`config.mk`:
```
export PLATFORM = sky130hd
export DESIGN_NAME = chunk_copy_seq
export DESIGN_NICKNAME = d
export VERILOG_FILES = /design/src/rtl/ccs_pkg.sv /design/src/rtl/ccs_req_fifo.sv /design/src/rtl/ccs_chunk_size.sv /design/src/rtl/ccs_idle_watch.sv /design/src/rtl/chunk_copy_seq.sv
export SDC_FILE = /design/constraint.sdc
export NUM_CORES = 2
export LEC_CHECK = 0
export BUFFER_PORTS_ARGS = -buffer_cell sky130_fd_sc_hd__buf_4
export CAP_MARGIN = 20
export CORE_UTILIZATION = 60
export CTS_BUF_LIST = sky130_fd_sc_hd__clkbuf_16
export DETAILED_ROUTE_END_ITERATION = 7
export GPL_TIMING_DRIVEN = 0
export PLACE_DENSITY = 0.8
export SYNTH_ARGS = -nofsm -noshare
export SYNTH_HDL_FRONTEND = slang
export SYNTH_HIERARCHICAL = 1
export SYNTH_SLANG_ARGS = --single-unit
```
`constraint.sdc`:
```
create_clock -name clk -period 7.4 [get_ports clk]
set_input_delay 0.37 -clock clk [delete_from_list [all_inputs] [get_ports clk]]
set_output_delay 0.37 -clock clk [all_outputs]
set_load 0.1 [all_outputs]
```
`src/rtl/ccs_pkg.sv`:
```
// Shared types for the chunked copy sequencer.
package ccs_pkg;
    // Sequencer phases: no parent, waiting for engine idle, chunk running.
    typedef enum logic [1:0] {
        SEQ_IDLE = 2'd0,
        SEQ_WAIT = 2'd1,
        SEQ_BUSY = 2'd2
    } seq_state_e;
endpackage

```
`src/rtl/ccs_req_fifo.sv`:
```
// Request buffer: a plain first-in first-out store of flattened requests.
// Assumes the consumer pops only when not empty and the producer pushes
// only when not full.
module ccs_req_fifo #(
    parameter int W     = 8,
    parameter int DEPTH = 4
) (
    input  logic         clk,
    input  logic         rst_n,
    input  logic         push,
    input  logic [W-1:0] din,
    output logic         full,
    input  logic         pop,
    output logic [W-1:0] dout,
    output logic         not_empty
);
    localparam int PTR_W = (DEPTH > 1) ? $clog2(DEPTH) : 1;
    localparam int CNT_W = $clog2(DEPTH + 1);

    logic [W-1:0]     mem [DEPTH];
    logic [PTR_W-1:0] wr_ptr, rd_ptr;
    logic [CNT_W-1:0] count;

    assign full      = (count == CNT_W'(DEPTH));
    assign not_empty = (count != '0);
    assign dout      = mem[rd_ptr];

    // Store pushed entries.
    always_ff @(posedge clk) begin
        if (push) mem[wr_ptr] <= din;
    end

    // Pointer and occupancy tracking.
    always_ff @(posedge clk) begin
        if (!rst_n) begin
            wr_ptr <= '0;
            rd_ptr <= '0;
            count  <= '0;
        end else begin
            if (push) wr_ptr <= (wr_ptr == PTR_W'(DEPTH - 1)) ? '0 : wr_ptr + 1'b1;
            if (pop)  rd_ptr <= (rd_ptr == PTR_W'(DEPTH - 1)) ? '0 : rd_ptr + 1'b1;
            count <= count + CNT_W'(push) - CNT_W'(pop);
        end
    end
endmodule

```
`src/rtl/ccs_chunk_size.sv`:
```
// Chunk length: the smaller of the remaining bytes and the engine maximum
// 2^CHUNK_W-1. Assumes LEN_W > CHUNK_W.
module ccs_chunk_size #(
    parameter int LEN_W   = 64,
    parameter int CHUNK_W = 28
) (
    input  logic [LEN_W-1:0]   remaining,
    output logic [CHUNK_W-1:0] chunk
);
    localparam logic [LEN_W-1:0] MAX_LEN = {{(LEN_W - CHUNK_W){1'b0}}, {CHUNK_W{1'b1}}};

    // Clamp to the engine limit.
    always_comb begin
        if (remaining > MAX_LEN) chunk = {CHUNK_W{1'b1}};
        else                     chunk = remaining[CHUNK_W-1:0];
    end
endmodule

```
`src/rtl/ccs_idle_watch.sv`:
```
// Idle-wait watchdog: counts consecutive cycles spent waiting with the
// engine busy and raises a sticky flag when the count reaches the limit.
// A limit of zero disables the flag.
module ccs_idle_watch #(
    parameter int TMO_W = 16
) (
    input  logic             clk,
    input  logic             rst_n,
    input  logic             waiting,
    input  logic             idle,
    input  logic [TMO_W-1:0] limit,
    output logic             expired
);
    logic [TMO_W-1:0] cnt;
    logic [TMO_W:0]   cnt_inc;

    assign cnt_inc = {1'b0, cnt} + 1'b1;

    // Count busy cycles while waiting and latch the timeout.
    always_ff @(posedge clk) begin
        if (!rst_n) begin
            cnt     <= '0;
            expired <= 1'b0;
        end else if (waiting && !idle) begin
            if (!cnt_inc[TMO_W]) cnt <= cnt_inc[TMO_W-1:0];
            if ((limit != '0) && (cnt_inc >= {1'b0, limit})) expired <= 1'b1;
        end else begin
            cnt <= '0;
        end
    end
endmodule

```
`src/rtl/chunk_copy_seq.sv`:
```
// Oversize copy splitter and sequencer. Pops one request at a time, issues
// its chunks to the engine in order, tracks the residue and reports the
// request complete when the residue reaches zero. Assumes the engine pulses
// eng_done once per eng_start and that ADDR_W and LEN_W exceed CHUNK_W.
module chunk_copy_seq
    import ccs_pkg::*;
#(
    parameter int TAG_W   = 8,
    parameter int ADDR_W  = 64,
    parameter int LEN_W   = 64,
    parameter int CHUNK_W = 28,
    parameter int DEPTH   = 4,
    parameter int TMO_W   = 16
) (
    input  logic               clk,
    input  logic               rst_n,
    input  logic               req_valid,
    output logic               req_ready,
    input  logic [TAG_W-1:0]   req_tag,
    input  logic [ADDR_W-1:0]  req_src,
    input  logic [ADDR_W-1:0]  req_dst,
    input  logic [LEN_W-1:0]   req_len,
    output logic               eng_start,
    output logic [ADDR_W-1:0]  eng_src,
    output logic [ADDR_W-1:0]  eng_dst,
    output logic [CHUNK_W-1:0] eng_len,
    input  logic               eng_done,
    input  logic               eng_idle,
    input  logic [TMO_W-1:0]   timeout_limit,
    output logic               err_timeout,
    output logic               done_valid,
    output logic [TAG_W-1:0]   done_tag,
    input  logic [TAG_W-1:0]   query_tag,
    output logic [LEN_W-1:0]   query_residue
);
    localparam int REQ_W = TAG_W + 2 * ADDR_W + LEN_W;

    seq_state_e         state;
    logic               fifo_full, fifo_nonempty, fifo_pop;
    logic [REQ_W-1:0]   fifo_dout;
    logic [TAG_W-1:0]   head_tag, cur_tag;
    logic [ADDR_W-1:0]  head_src, head_dst, cur_src, cur_dst, chunk_addr;
    logic [LEN_W-1:0]   head_len, residue, chunk_ext;
    logic [CHUNK_W-1:0] chunk_len;

    assign req_ready = !fifo_full;
    assign fifo_pop  = (state == SEQ_IDLE) && fifo_nonempty;
    assign {head_tag, head_src, head_dst, head_len} = fifo_dout;

    ccs_req_fifo #(.W(REQ_W), .DEPTH(DEPTH)) i_fifo (
        .clk       (clk),
        .rst_n     (rst_n),
        .push      (req_valid && !fifo_full),
        .din       ({req_tag, req_src, req_dst, req_len}),
        .full      (fifo_full),
        .pop       (fifo_pop),
        .dout      (fifo_dout),
        .not_empty (fifo_nonempty)
    );

    ccs_chunk_size #(.LEN_W(LEN_W), .CHUNK_W(CHUNK_W)) i_chunk (
        .remaining (residue),
        .chunk     (chunk_len)
    );

    ccs_idle_watch #(.TMO_W(TMO_W)) i_watch (
        .clk     (clk),
        .rst_n   (rst_n),
        .waiting (state == SEQ_WAIT),
        .idle    (eng_idle),
        .limit   (timeout_limit),
        .expired (err_timeout)
    );

    assign chunk_ext  = {{(LEN_W - CHUNK_W){1'b0}}, chunk_len};
    assign chunk_addr = {{(ADDR_W - CHUNK_W){1'b0}}, chunk_len};

    // Residue lookup for the single parent in flight.
    assign query_residue = ((state != SEQ_IDLE) && (query_tag == cur_tag)) ? residue : '0;

    // Sequencer: load parent, launch chunks on idle, account completions.
    always_ff @(posedge clk) begin
        if (!rst_n) begin
            state      <= SEQ_IDLE;
            eng_start  <= 1'b0;
            done_valid <= 1'b0;
            done_tag   <= '0;
            eng_src    <= '0;
            eng_dst    <= '0;
            eng_len    <= '0;
            cur_tag    <= '0;
            cur_src    <= '0;
            cur_dst    <= '0;
            residue    <= '0;
        end else begin
            eng_start  <= 1'b0;
            done_valid <= 1'b0;
            unique case (state)
                SEQ_IDLE: begin
                    if (fifo_nonempty) begin
                        cur_tag <= head_tag;
                        cur_src <= head_src;
                        cur_dst <= head_dst;
                        residue <= head_len;
                        if (head_len == '0) begin
                            done_valid <= 1'b1;
                            done_tag   <= head_tag;
                        end else begin
                            state <= SEQ_WAIT;
                        end
                    end
                end
                SEQ_WAIT: begin
                    if (eng_idle) begin
                        eng_start <= 1'b1;
                        eng_src   <= cur_src;
                        eng_dst   <= cur_dst;
                        eng_len   <= chunk_len;
                        state     <= SEQ_BUSY;
                    end
                end
                SEQ_BUSY: begin
                    if (eng_done) begin
                        residue <= residue - chunk_ext;
                        cur_src <= cur_src + chunk_addr;
                        cur_dst <= cur_dst + chunk_addr;
                        if (residue == chunk_ext) begin
                            done_valid <= 1'b1;
                            done_tag   <= cur_tag;
                            state      <= SEQ_IDLE;
                        end else begin
                            state <= SEQ_WAIT;
                        end
                    end
                end
                default: state <= SEQ_IDLE;
            endcase
        end
    end
endmodule

```
Word-level counts from Yosys, hierarchy flattened
Memories as Yosys holds them, arrays and structs flattened. A register that Yosys moved wholly into a read port is not among the register bits.
Index checks and enable logic that the tools add are counted.
- logic and storage cells: 95
- register bits after elaboration: 392
- memory bits (writable): 800
- output and inout port bits: 232
- memories: 1
- input port bits: 229
- memories (memory ; depth ; bits a word ; rd ports ; clocked after Yosys merged registers in ; write ports ; RTL line ; source):
    i_fifo.mem ; 4 ; 200 ; 1 ; 1 ; 1 ; ccs_req_fifo.sv:20 ; logic [W-1:0] mem [DEPTH];
- reductions and logical operators: 21
- eq/ne operators: 13
- $add $sub $neg: 8
- multiplexer cells: 34
- order comparisons: 2
- operators by type and width (kind ; count):
    $mux W64 ; 7
    $pmux W64 S2 ; 3
    $add A64 B28 Y64 ; 2
    $eq A64 B28 Y1 ; 1
    $gt A64 B28 Y1 const B ; 1
    $logic_not A64 Y1 ; 1
    $sub A64 B28 Y64 ; 1
    $mux W8 ; 4
    $mux W28 ; 1
    $add A16 B1 Y17 const B ; 1
    $ge A17 B16 Y1 ; 1
    $mux W2 ; 8
    $pmux W8 S2 ; 1
    $reduce_bool A16 Y1 ; 1
    $ne A2 B2 Y1 const B ; 5
    $reduce_and A2 Y1 ; 5
    $eq A8 B8 Y1 ; 1
    $mux W1 ; 8
    $eq A2 B2 Y1 const B ; 3
    $pmux W2 S3 ; 1
    $logic_and A1 B1 Y1 ; 5
    $reduce_and A5 Y1 ; 1
    $add A2 B1 Y2 const B ; 2
    $reduce_and A4 Y1 ; 1
    other kinds (11) ; 13

Longest topological paths before layout
- depth in word-level cells: 6
- mapped depth: 18
- depth with buffers taken out: 14

Hierarchy
The synthesis kept the hierarchy.
- modules (own cells, without submodules) (module ; instances ; sequential area each (um2) ; cells each ; area each (um2)):
    ccs_req_fifo ; 1 ; 24203.2 ; 1088 ; 29341.9
    chunk_copy_seq ; 1 ; 7367.1 ; 3016 ; 22032.4
    ccs_idle_watch ; 1 ; 340.3 ; 159 ; 1281.2
    ccs_chunk_size ; 1 ; 0.0 ; 48 ; 412.9

Worst setup path before layout
Ideal clock, no wire load.
- path kind: reg-to-reg
- start point: reg i_fifo.count[1]
- end point: mem i_fifo/mem[0][0] (netlist bit) (enable)
- path buffers: 0
- stages on the path, launching flop included: 5
- period minus slack after synthesis: 6071 ps
- setup time: 584 ps
- data arrival time: 5487 ps
- slack: 1329 ps
- data required time: 6816 ps
- path through: dfxtp_1 > inv_1 > and3_1 > nor2b_1 > and2_1
- longest elaborated chain between the ends: 5
- RTL lines (element ; RTL line ; source):
    from (decl) ; ccs_req_fifo.sv:22 ; logic [CNT_W-1:0] count;
    from (signal assigned) ; ccs_req_fifo.sv:42 ; count <= count + CNT_W'(push) - CNT_W'(pop);
    $eq A3 B3 Y1 ; ccs_req_fifo.sv:24 ; assign full = (count == CNT_W'(DEPTH));
    via fifo_full ; chunk_copy_seq.sv:39 ; logic fifo_full, fifo_nonempty, fifo_pop;
    $logic_not A1 Y1 ; chunk_copy_seq.sv:53 ; .push (req_valid && !fifo_full),
    $logic_and A1 B1 Y1 ; chunk_copy_seq.sv:53 ;
    $mux W1 ; ccs_req_fifo.sv:30 ; if (push) mem[wr_ptr] <= din;
    $mux W1 (implied by the code) ; ccs_req_fifo.sv:30 ;
    to (decl) ; ccs_req_fifo.sv:20 ;
The timed path passes the listed nets, and every way through them passes these cells.

Final worst setup path
- start point: reg residue[47]
- end point: reg cur_src[53]
- longest elaborated chain between the ends: 5
- RTL lines (element ; RTL line ; source):
    from (decl) ; chunk_copy_seq.sv:43 ; logic [LEN_W-1:0] head_len, residue, chunk_ext;
    from (signal assigned) ; chunk_copy_seq.sv:104 ; residue <= head_len;
    from (signal assigned) ; chunk_copy_seq.sv:124 ; residue <= residue - chunk_ext;
    $gt A64 B28 Y1 ; ccs_chunk_size.sv:14 ; if (remaining > MAX_LEN) chunk = {CHUNK_W{1'b1}};
    $mux W28 ; ccs_chunk_size.sv:14 ;
    via chunk_len[22] ; chunk_copy_seq.sv:44 ; logic [CHUNK_W-1:0] chunk_len;
    $add A64 B28 Y64 ; chunk_copy_seq.sv:125 ; cur_src <= cur_src + chunk_addr;
    $mux W64 ; chunk_copy_seq.sv:123 ; if (eng_done) begin
    $pmux W64 S2 ; chunk_copy_seq.sv:98 ; unique case (state)
    to (signal assigned) ; chunk_copy_seq.sv:102 ; cur_src <= head_src;
    to (signal assigned) ; chunk_copy_seq.sv:125 ;
    to (decl) ; chunk_copy_seq.sv:42 ; logic [ADDR_W-1:0] head_src, head_dst, cur_src, cur_dst, chunk_addr;
The timed path passes the listed nets, and every way through them passes these cells. The select of a mux whose other input is x is not followed.
A chain may end at the register's enable or synchronous reset.

==> flow_summary.rst <==
.. list-table::
   :header-rows: 1

   * - Metric
     - Value
   * - I/O pin count
     - 461
   * - Standard cell core area
     - 87160 µm²
   * - Number of distinct library cells after synthesis
     - 91
   * - Post-synthesis sequential element count
     - 1194
   * - Transition time at the pin with the least slew margin
     - 1346 ps
   * - Destination of the worst register-to-register timing path
     - cur_src[53]$_SDFFE_PN0P_
   * - Total congestion overflow after global routing
     - 0
   * - Initial drt markers
     - 6965
   * - Flip-flop cell with the highest count after synthesis
     - sky130_fd_sc_hd__edfxtp_1
   * - First drt pass iteration count
     - 7
   * - DRT Wirelength
     - 216000 µm
   * - Most common cell after layout, fill and taps aside
     - sky130_fd_sc_hd__edfxtp_1
   * - Leakage component of the power
     - 23.46 nW
   * - Number of I/O port buffers
     - 460
   * - Internal power
     - 15.06 mW
   * - Startpoint of the worst-slack reg-to-reg timing path
     - residue[47]$_SDFFE_PN0P_
   * - Combinational cell fraction of total power
     - 0.429
   * - Inserted Clock Buffers
     - 114
   * - Tcrit/Tclk final
     - 0.9469
   * - Fill cells
     - 5501
   * - CTS root buffer
     - sky130_fd_sc_hd__clkbuf_16
   * - Share of the core filled with cells
     - 0.7394
   * - Largest fanout on the critical path
     - 10
   * - Setup violation total in the final timing report
     - 0
   * - Fraction of registers with async set or reset after synthesis
     - 0
   * - Cell types occupying the most area after synthesis
     - sky130_fd_sc_hd__edfxtp_1, sky130_fd_sc_hd__dfxtp_1, sky130_fd_sc_hd__mux4_2, sky130_fd_sc_hd__nand2_1, sky130_fd_sc_hd__a21oi_1
   * - Endpoint class of the critical path
     - register
   * - Crit path cell chain
     - nor4_1, and4_1, buf_2, buf_2, nand4b_1, ha_1, clkbuf_1, nand4_1, nor2_1, nand2_1, a211oi_1, o21ai_0, nor2_1, clkbuf_1, clkbuf_1, a31oi_1, o21ai_0, a21oi_1
   * - Clock transition at the registers of the reported paths
     - 70 ps
   * - Crit Path Category
     - reg2reg
   * - Number of routed nets with antenna violations
     - 0
   * - Register-to-Register Path Depth
     - 18
   * - Peak clock frequency supported by timing
     - 142.7 MHz
   * - Die outline width
     - 299.4 µm
   * - Unrepaired setup endpoints after global routing
     - false
   * - CP Data Arrival Time
     - 7610 ps
   * - Type of element launching the critical path
     - register
   * - Worst-skew pair later-pin latency
     - 750 ps
   * - Post-Synthesis Cell Area
     - 53070 µm²
   * - Syn_area_per_cell
     - 12.31 µm²
   * - Standard-cell rows
     - 108
   * - Hold/Removal Path Class
     - in2reg
   * - Total GRT Usage
     - 0.4745
   * - Final period demand of the worst path
     - 7007 ps
   * - Maximum number of pins on one net before global-route repair
     - 64
   * - Number of buffer and inverter instances along the worst setup path
     - 5
   * - CP required
     - 8000 ps
   * - Largest area contributor in the netlist
     - sky130_fd_sc_hd__edfxtp_1
   * - Worst clock skew
     - 35.13 ps
   * - Ratio of routed vias to standard cells
     - 6.993
   * - Number of global-route vias before repair
     - 43070
   * - Largest stage delay on the critical path
     - 630 ps
   * - Status
     - finished clean
   * - Max_cap viols
     - 0
   * - Post-route standard cell area excluding fillers
     - 64440 µm²
   * - Hold violation count in the final report
     - 0
   * - Startpoint of the most critical hold path
     - eng_idle
   * - Share of cells above drive strength 1
     - 0.1852
   * - Detail Placement HPWL
     - 147400 µm
   * - Post-route DRC
     - 0
   * - Area of the multi-input gates
     - 19590 µm²
   * - Register area share after synthesis
     - 0.6013
   * - Max Slew Vio Count
     - 0
   * - CP Launch Point
     - residue[47]$_SDFFE_PN0P_
   * - CTS tree
     - yes
   * - Register area
     - 31910 µm²
   * - Antenna violations before repair
     - 9
   * - Cell type of the slowest stage on the worst timing path
     - sky130_fd_sc_hd__a211oi_1
   * - Number of nets produced by synthesis
     - 4652
   * - Portion of synthesized cell area occupied by the leading cell type
     - 0.4527
   * - Placed standard-cell area
     - 58570 µm²
   * - Most frequent cells in the layout
     - sky130_fd_sc_hd__edfxtp_1, sky130_fd_sc_hd__nand2_1, sky130_fd_sc_hd__buf_4, sky130_fd_sc_hd__dfxtp_1, sky130_fd_sc_hd__a21oi_1
   * - Number of buffers on the longest clock path
     - 3
   * - Worst Setup EP
     - cur_src[53]$_SDFFE_PN0P_
   * - Area enclosed by the die boundary
     - 89640 µm²
   * - Share of total power in the clock network
     - 0.225
   * - Top cell family by delay on the critical path
     - buffers and inverters
   * - Max transition margin
     - 0.09643
   * - Count of yosys warnings during synthesis
     - 6
   * - Area growth from synthesis to layout
     - 21.44%
   * - Count of flip-flops with a built-in enable after synthesis
     - 800
   * - Most used cell along the critical path
     - sky130_fd_sc_hd__clkbuf_1
   * - Routed WL per cell
     - 33.80 µm
   * - Critical path depth
     - 18
   * - Initial Utilization
     - 0.6089
   * - Reg2Reg Setup Slack
     - 390 ps
   * - Peak supply drop
     - 315.7 µV
   * - Net switching power figure
     - 11.42 mW
   * - Switching Fraction
     - 0.4312
   * - DIE HEIGHT
     - 299.4 µm
   * - Routed via count
     - 44680
   * - Clock Sink Count
     - 1194
   * - Global-route wire length before repair
     - 303000 µm
   * - Gate Count Post-Synth
     - 4311
   * - Number of nets in the final layout
     - 5468
   * - CTS H-Tree Depth
     - 3
   * - Portion of total power attributed to sequential cells
     - 0.346
   * - Pwr/cell area
     - 410.9 nW/µm²
   * - Gpl congestion
     - 1.071
routing by layer:
layer | share of wire | global-route usage | vias to the layer above
met5 | 0.00059 | 0.006878 | -
met4 | 0.068 | 0.2732 | 9
met3 | 0.14 | 0.1471 | 851
met2 | 0.44 | 0.7128 | 3931
met1 | 0.35 | 0.6117 | 21810
li1 | - | - | 18090
synth_stat cells (all sizes together) (12+ instances only):
cell type	count
edfxtp	800
nand2	614
dfxtp	394
a21oi	382
nor2	211
mux4	200
clkbuf	191
o21ai	135
ha	108
nand3	103
and2	88
inv	84
nor3	81
buf	80
a311oi	66
and3	66
nand4	66
xnor2	60
a31oi	56
a21o	55
nor4	55
o211ai	32
xor2	32
a211oi	31
nand4b	29
or3	20
or4	19
o21bai	16
o21a	15
nand2b	14
o311ai	14
a22oi	12
o221a	12
cell families after synthesis:
group                    count (synthesis)  share of synthesized area
AO/OA/AOI/OAI                          939                     0.1127
XOR/XNOR                                93                    0.01563
adder cells (fa/ha/maj)                112                    0.02697
buffers and inverters                  357                    0.02978
flip-flops                            1194                     0.6013
multiplexers                           208                    0.08641
AND/OR/NAND/NOR                       1408                     0.1272
power groups by stage:
stage / logic, mW / registers (mW) / clock network, mW
2_1_floorplan: 6.06 / 9.67 / 0
3_3_place_gp: 10.4 / 9.29 / 0
3_5_place_dp: 10.6 / 9.16 / 0
4_1_cts: 10.7 / 9.05 / 5.89
5_1_grt: 11.6 / 9.17 / 6.16
6_report: 11.4 / 9.16 / 5.97
state kept, by name, summed over array words and instances (netlist names), named ones only:
| signal | count |
|---|---|
| cur_tag | 8 |
| eng_start | 1 |
| i_fifo/rd_ptr | 2 |
| i_fifo/wr_ptr | 2 |
| i_watch/expired | 1 |
| residue | 64 |
| cur_dst | 64 |
| done_valid | 1 |
| cur_src | 64 |
| i_fifo/mem | 800 |
| eng_src | 64 |
| state | 2 |
| eng_len | 28 |
| i_watch/cnt | 16 |
| done_tag | 8 |
| eng_dst | 64 |
| i_fifo/count | 3 |
through the flow:
step                      TNS [ps]  total power [mW]  setup slack, ps  cells  hold slack (ps)
after detailed placement         0             19.73            868.7   5956            447.6
final                            0             26.48            392.6   6390            123.7
after CTS                        0             25.68            862.2   6373            102.3
after global placement    -1574960             19.70            -2108   5926            443.8
after global routing             0             26.97            439.1   6381            115.6
after floorplan                  0             15.73             1329   4311            439.7
cell type report:
cell class	count	area share
Buffer	271	0.01955
Sequential cell	1194	0.4952
Clock buffer	118	0.04582
Clock inverter	97	0.01208
Timing Repair Buffer	700	0.09556
Inverter	86	0.005009
Tap cell	1155	0.02242
Multi-Input combinational cell	2760	0.3040
Antenna cell	9	0.0003495
timing repair:
item | in CTS | in global routing
buffers inserted | 0 | 0
endpoints found under the hold margin | 804 | 0
hold buffers | 202 | 0
gates resized for setup | 0 | 0
endpoints found under the setup margin | 0 | 0
worst min-delay path: cells and delay by family:
family                 cells  cell delay [ps]
buffers and inverters      1              170
AOI/OAI and AO/OA          1              100
and+or+nand+nor            1              170
how the worst min path moves through the flow:
stage                                           to  slack [ps]  depth (start not counted)
final                        state[0]$_SDFFE_PN0P_         120                          3
after global routing         state[0]$_SDFFE_PN0P_         120                          3
after CTS                    state[0]$_SDFFE_PN0P_         100                          3
after detailed placement  eng_src[44]$_SDFFE_PN0P_         450                          2
after global placement    eng_len[24]$_SDFFE_PN0P_         440                          2
after floorplan           eng_dst[36]$_SDFFE_PN0P_         440                          2
(Power assumes the default switching activity.)
